--- config.mk ---
export PLATFORM = sky130hd
export DESIGN_NAME = xlat_cache
export DESIGN_NICKNAME = d
export VERILOG_FILES = /design/src/rtl/xlat_pkg.sv /design/src/rtl/xlat_match.sv /design/src/rtl/xlat_victim.sv /design/src/rtl/xlat_cache.sv
export SDC_FILE = /design/constraint.sdc
export NUM_CORES = 2
export LEC_CHECK = 0
export ABC_CLOCK_PERIOD_IN_PS = 3500
export BUFFER_PORTS_ARGS = -buffer_cell sky130_fd_sc_hd__buf_2
export CORE_MARGIN = 2
export CORE_UTILIZATION = 25
export DETAILED_ROUTE_END_ITERATION = 8
export SLEW_MARGIN = 20
export SYNTH_ARGS = -nofsm -noshare
export SYNTH_HDL_FRONTEND = slang
export SYNTH_HIERARCHICAL = 1
export SYNTH_SLANG_ARGS = --single-unit
--- constraint.sdc ---
create_clock -name clk_i -period 3.5 [get_ports clk_i]
set_clock_uncertainty 0.05 [all_clocks]
set_input_delay 0.525 -clock clk_i [delete_from_list [all_inputs] [get_ports clk_i]]
set_output_delay 0.525 -clock clk_i [all_outputs]
set_load 0.03 [all_outputs]
--- src/rtl/xlat_pkg.sv ---
package xlat_pkg;
  parameter int ADDR_W = 32;
  parameter int OFS_W  = 12;
  parameter int FC_W   = 3;
  parameter int PN_W   = ADDR_W - OFS_W;

  typedef struct packed {
    logic [PN_W-1:0] lpn;
    logic [FC_W-1:0] fc;
    logic [PN_W-1:0] ppn;
    logic            wp;
    logic            ci;
  } slot_t;
endpackage

--- src/rtl/xlat_match.sv ---
module xlat_match #(
  parameter int ENTRIES = 22
) (
  input  xlat_pkg::slot_t [ENTRIES-1:0] slots_i,
  input  logic [ENTRIES-1:0]            valid_i,
  input  logic [xlat_pkg::PN_W-1:0]     lpn_i,
  input  logic [xlat_pkg::FC_W-1:0]     fc_i,
  output logic [ENTRIES-1:0]            hit_o
);
  for (genvar g = 0; g < ENTRIES; g++) begin : g_cmp
    assign hit_o[g] = valid_i[g] && (slots_i[g].lpn == lpn_i) && (slots_i[g].fc == fc_i);
  end
endmodule

--- src/rtl/xlat_victim.sv ---
module xlat_victim #(
  parameter int ENTRIES = 22,
  parameter int IDX_W   = $clog2(ENTRIES)
) (
  input  logic [ENTRIES-1:0] valid_i,
  input  logic [IDX_W-1:0]   rr_i,
  output logic [IDX_W-1:0]   idx_o
);
  always_comb begin
    logic found;
    found = 1'b0;
    idx_o = rr_i;
    for (int i = 0; i < ENTRIES; i++) begin
      if (!valid_i[i] && !found) begin
        idx_o = IDX_W'(i);
        found = 1'b1;
      end
    end
  end
endmodule

--- src/rtl/xlat_cache.sv ---
module xlat_cache #(
  parameter int ENTRIES = 22
) (
  input  logic                        clk_i,
  input  logic                        rst_ni,
  input  logic                        flush_i,
  input  logic                        req_valid_i,
  input  logic [xlat_pkg::ADDR_W-1:0] req_addr_i,
  input  logic [xlat_pkg::FC_W-1:0]   req_fc_i,
  input  logic                        req_write_i,
  input  logic                        fill_valid_i,
  input  logic [xlat_pkg::PN_W-1:0]   fill_lpn_i,
  input  logic [xlat_pkg::FC_W-1:0]   fill_fc_i,
  input  logic [xlat_pkg::PN_W-1:0]   fill_ppn_i,
  input  logic                        fill_wp_i,
  input  logic                        fill_ci_i,
  output logic                        rsp_valid_o,
  output logic                        rsp_hit_o,
  output logic                        rsp_miss_o,
  output logic                        rsp_fault_o,
  output logic [xlat_pkg::ADDR_W-1:0] rsp_paddr_o,
  output logic                        rsp_ci_o,
  output logic [xlat_pkg::FC_W-1:0]   rsp_fc_o
);
  import xlat_pkg::*;
  localparam int IDX_W = $clog2(ENTRIES);

  slot_t [ENTRIES-1:0] slots_q;
  logic  [ENTRIES-1:0] valid_q;
  logic  [IDX_W-1:0]   rr_q;

  logic [ENTRIES-1:0] look_hit, fill_hit;
  logic [IDX_W-1:0]   victim_idx, fill_idx, held_idx;
  slot_t              sel;
  logic               look_any, fill_en;
  logic               hit_d, miss_d, fault_d;

  xlat_match #(.ENTRIES(ENTRIES)) u_look (
    .slots_i(slots_q), .valid_i(valid_q),
    .lpn_i(req_addr_i[ADDR_W-1:OFS_W]), .fc_i(req_fc_i), .hit_o(look_hit));

  xlat_match #(.ENTRIES(ENTRIES)) u_fill (
    .slots_i(slots_q), .valid_i(valid_q),
    .lpn_i(fill_lpn_i), .fc_i(fill_fc_i), .hit_o(fill_hit));

  xlat_victim #(.ENTRIES(ENTRIES), .IDX_W(IDX_W)) u_victim (
    .valid_i(valid_q), .rr_i(rr_q), .idx_o(victim_idx));

  // one-hot mux of the matching slot and index of a held fill tag
  always_comb begin
    sel      = '0;
    held_idx = '0;
    for (int i = 0; i < ENTRIES; i++) begin
      if (look_hit[i]) sel = sel | slots_q[i];
      if (fill_hit[i]) held_idx = held_idx | IDX_W'(i);
    end
  end

  assign fill_en  = fill_valid_i && !flush_i;
  assign fill_idx = (|fill_hit) ? held_idx : victim_idx;
  assign look_any = (|look_hit) && !flush_i;
  assign fault_d  = req_valid_i && look_any && req_write_i && sel.wp;
  assign hit_d    = req_valid_i && look_any && !fault_d;
  assign miss_d   = req_valid_i && !look_any;

  always_ff @(posedge clk_i or negedge rst_ni) begin
    if (!rst_ni) begin
      valid_q <= '0;
      slots_q <= '0;
      rr_q    <= '0;
    end else if (flush_i) begin
      valid_q <= '0;
    end else if (fill_en) begin
      valid_q[fill_idx] <= 1'b1;
      slots_q[fill_idx] <= '{lpn: fill_lpn_i, fc: fill_fc_i, ppn: fill_ppn_i,
                             wp: fill_wp_i, ci: fill_ci_i};
      rr_q <= (rr_q == IDX_W'(ENTRIES-1)) ? '0 : rr_q + 1'b1;
    end
  end

  always_ff @(posedge clk_i or negedge rst_ni) begin
    if (!rst_ni) begin
      rsp_valid_o <= 1'b0;
      rsp_hit_o   <= 1'b0;
      rsp_miss_o  <= 1'b0;
      rsp_fault_o <= 1'b0;
      rsp_paddr_o <= '0;
      rsp_ci_o    <= 1'b0;
      rsp_fc_o    <= '0;
    end else begin
      rsp_valid_o <= req_valid_i;
      rsp_hit_o   <= hit_d;
      rsp_miss_o  <= miss_d;
      rsp_fault_o <= fault_d;
      rsp_paddr_o <= hit_d ? {sel.ppn, req_addr_i[OFS_W-1:0]} : '0;
      rsp_ci_o    <= hit_d && sel.ci;
      rsp_fc_o    <= req_fc_i;
    end
  end

  // tags never duplicate
  a_r2_single_match: assert property (@(posedge clk_i) disable iff (!rst_ni)
    $onehot0(look_hit));
  // one outcome per response
  a_r5_one_outcome: assert property (@(posedge clk_i) disable iff (!rst_ni)
    rsp_valid_o |-> $countones({rsp_hit_o, rsp_miss_o, rsp_fault_o}) == 1);
  // a fault never carries an address
  a_r4_fault_no_addr: assert property (@(posedge clk_i) disable iff (!rst_ni)
    rsp_fault_o |-> (!rsp_hit_o && rsp_paddr_o == '0));
  // new tag filled alongside its lookup answers miss
  a_r6_fill_race_miss: assert property (@(posedge clk_i) disable iff (!rst_ni)
    (req_valid_i && fill_en && !(|fill_hit) && fill_lpn_i == req_addr_i[ADDR_W-1:OFS_W]
     && fill_fc_i == req_fc_i) |=> rsp_miss_o);
  // flush empties all slots
  a_r8_flush_clears: assert property (@(posedge clk_i) disable iff (!rst_ni)
    flush_i |=> valid_q == '0);
  // replacement pointer stays in range
  a_r7_ptr_range: assert property (@(posedge clk_i) disable iff (!rst_ni)
    rr_q < IDX_W'(ENTRIES));
  // refill of a held tag keeps the valid count
  a_r9_refill_no_growth: assert property (@(posedge clk_i) disable iff (!rst_ni)
    (fill_en && (|fill_hit)) |=> $countones(valid_q) == $past($countones(valid_q)));
endmodule

==> qor.yml <==
global_routing:
  grt_pass1_vias: 41010
  grt_antenna_before_repair: 13
  overflow: 0
  grt_use_total: 0.1686
  grt_first_pass_wirelength_mm: 286.9
  grt_max_degree: 84
logic_synthesis:
  synth_fp_nets: 4415
  ys.flop_type: "dfrtp_1"
  synthTopCellsByArea: "dfrtp_1 47%, mux2_2 20%, xor2_1 11%, xnor2_1 4.8%, buf_6 3.5%"
  yosysTopAreaCell: "dfrtp_1"
  syn_inst: 4327
  yosysUniqueCellTypes: 56
  synth_edf_count: 0
  postSynthAreaPerCell_um2: 12.89
  yosys_warnings: 6
  synth-seq-area-share: 0.4743
  syn_area_mm2: 0.05576
  async_flop_share: 1.000
  ys_ff_latch: 1057
  synth_top_area_frac: 0.4743
drt:
  antenna_left: 0
  totalWireLength_mm: 203.8
  wire_per_inst_um: 24.84
  first_pass_iters: 6
  vias_per_cell: 4.841
  dr.first_iter.drc_count: 3645
  drc_errors: 0
  via_count: 39719
floorplan:
  die_h_um: 476.3
  io_pins: 126
  dieArea_mm2: 0.2268
  core_area_mm2: 0.2221
  start_util: 0.2511
  fp-row-count: 173
  die_w_um: 476.3
setup_path:
  crit_fanout: 6
  crit_required_ns: 4.08
  cp_num_buf_inv: 6
  crit_chain: "xor2_1 > nor4_2 > nand4_1 > nor3_4 > buf_4 > buf_6 > nor4_1 > nand3_1 > buf_4 > nand2_1 > a21oi_2 > buf_6 > nor2b_4 > buf_12 > clkbuf_16 > mux2_2"
  critical_path.max_stage_delay_ns: 0.48
  startpoint_type: "flip-flop"
  end_kind: "flip-flop"
  crit_slowest_cell: "nand4_1"
  cp_top_family: "simple AND/OR/NAND/NOR gates"
  worstPathArrival_ns: 4.61
  critPathKind: "flip-flop to flip-flop"
timing:
  finalHoldViolCount: 0
  slew_violations: 0
  hold_slack_ns: 0.08303
  period_share: 1.153
  fin_ws_ns: -0.5354
  fmax_mhz: 247.8
  maxSlewHeadroom: 0.4058
  setup_viol: 1040
  min_period_ns: 4.035
  worst_pin_slew_ns: 0.8913
  rsz0062_at_grt: "yes"
place:
  hpwl_mm: 130.0
  io_buffers: 125
  place_congestion: 0.8710
final_layout:
  nNetsFinal: 5219
  area_delta_synth_final_pct: 29.71
  nFillCells: 21934
  layout_commonest_cell: "dfrtp_1"
  layout_common_cells: "1,057 x dfrtp_1, 811 x mux2_2, 703 x xor2_1, 687 x buf_4, 308 x xnor2_1"
  drive_gt1_frac: 0.4506
status:
  failed_checks: "negative setup slack"
  status: "finished, violations left"
job:
  drv_cap: 0
power:
  powerDensity_mw_per_mm2: 412.2
  p_total_mw: 29.82
  peakVddDrop_uv: 400.8
  p_leak_nw: 34.67
min_path:
  hold_class: "primary input to flip-flop"
clock_tree:
  cts_tree: "yes"
  worstSkewPairLatency_ns: 0.76
  clock-sinks: 1057
  cts_root_buffer: "clkbuf_16"
  cts_buffers: 114
  path_clk_slew_ns: 0.06
  htreeDepth: 3
  clockBufferDepth: 3
[cell type report]
class | instances | area [um^2] | area share
timing repair buffer | 1070 | 10840 | 0.1499
multi-input combinational | 2873 | 27380 | 0.3785
inverter | 15 | 60.06 | 0.0008303
clock inverter | 31 | 439.2 | 0.006072
antenna | 8 | 20.02 | 0.0002768
sequential | 1057 | 26450 | 0.3657
tap | 2975 | 3722 | 0.05146
clock buffer | 176 | 3418 | 0.04726
[sequential cells by signal (all words and copies together), names as in the netlist]
register / flops
rsp_fc_o: 3
rr_q: 5
rsp_fault_o: 1
valid_q: 22
rsp_valid_o: 1
slots_q: 990
rsp_ci_o: 1
rsp_paddr_o: 32
rsp_miss_o: 1
rsp_hit_o: 1
[Yosys cell counts (44+ instances only)]
| library cell | number |
|---|---|
| dfrtp_1 | 1057 |
| mux2_2 | 983 |
| xor2_1 | 704 |
| xnor2_1 | 308 |
| nor4_1 | 182 |
| buf_6 | 171 |
| nand4_1 | 140 |
| a22oi_1 | 115 |
| clkbuf_1 | 100 |
| buf_2 | 66 |
| a22o_1 | 65 |
| a221oi_1 | 64 |
| nand3_1 | 53 |
| nor3_2 | 44 |
[power by group]
group          switching (mW)  internal [mW]
sequential              0.478           12.8
clock                    5.36           7.23
combinational            1.99           1.97
total                    7.82           22.0
[worst register-to-register path, stage by stage (launching register included)]
cell       delay [ns]
dfrtp_1          0.40
xor2_1           0.16
nor4_2           0.44
nand4_1          0.48
nor3_4           0.42
buf_4            0.18
buf_6            0.10
nor4_1           0.05
nand3_1          0.17
buf_4            0.16
nand2_1          0.06
a21oi_2          0.17
buf_6            0.16
nor2b_4          0.19
buf_12           0.18
clkbuf_16        0.19
mux2_2           0.35
[worst paths after layout]
check | slack (ns) | end | start | cells after the start
min in group asynchronous | 0.40 | slots_q[16]$_DFFE_PN0P_ | rst_ni | 2
setup reg to reg | -0.54 | slots_q[142]$_DFFE_PN0P_ | slots_q[884]$_DFFE_PN0P_ | 16
max in group asynchronous | 1.89 | slots_q[222]$_DFFE_PN0P_ | rst_ni | 3
hold / removal | 0.08 | rsp_fc_o[1]$_DFF_PN0_ | req_fc_i[1] | 2
hold reg to reg | 0.46 | slots_q[145]$_DFFE_PN0P_ | slots_q[145]$_DFFE_PN0P_ | 1
setup / recovery | -0.54 | slots_q[142]$_DFFE_PN0P_ | slots_q[884]$_DFFE_PN0P_ | 16
[repair_timing]
| action | CTS | global route |
|---|---|---|
| pin swaps | 23 | 25 |
| cloned | 12 | 29 |
| endpoints found under the hold margin | 51 | 0 |
| hold buffers | 14 | 0 |
| buffers inserted | 22 | 21 |
| setup endpoints to repair | 1046 | 1043 |
| gates resized for setup | 79 | 225 |
[stage by stage]
step           setup WS [ns]  std cells  area [um^2]  setup TNS [ns]  utilization
2_1_floorplan        0.04814       4327        55760               0            -
3_3_place_gp          -1.272       7900        65730        -1090.24       0.2960
3_5_place_dp          -1.199       7900        65730        -1071.30       0.2960
4_1_cts              -0.4306       8154        70690         -329.20       0.3183
5_1_grt              -0.5086       8201        72320         -414.82       0.3256
6_report             -0.5354       8205        72330         -450.34       0.3257
[per-layer routing]
metal	vias to the layer above	GRT usage	wire length [um]
met5	-	0	27
met2	1377	0.2849	97380
li1	16987	-	-
met1	20956	0.2168	84730
met4	4	0.06816	9624
met3	395	0.02215	12040
[kinds of logic after synthesis]
kind of cell,share of synthesized area
DFF,0.4743
buffers and inverters,0.05715
muxes,0.2004
and+or+nand+nor,0.06289
xor gates and xnor gates,0.1590
AOI/OAI and AO/OA,0.04582
adders and majority gates,0.0004487
(Power assumes the default switching activity.)
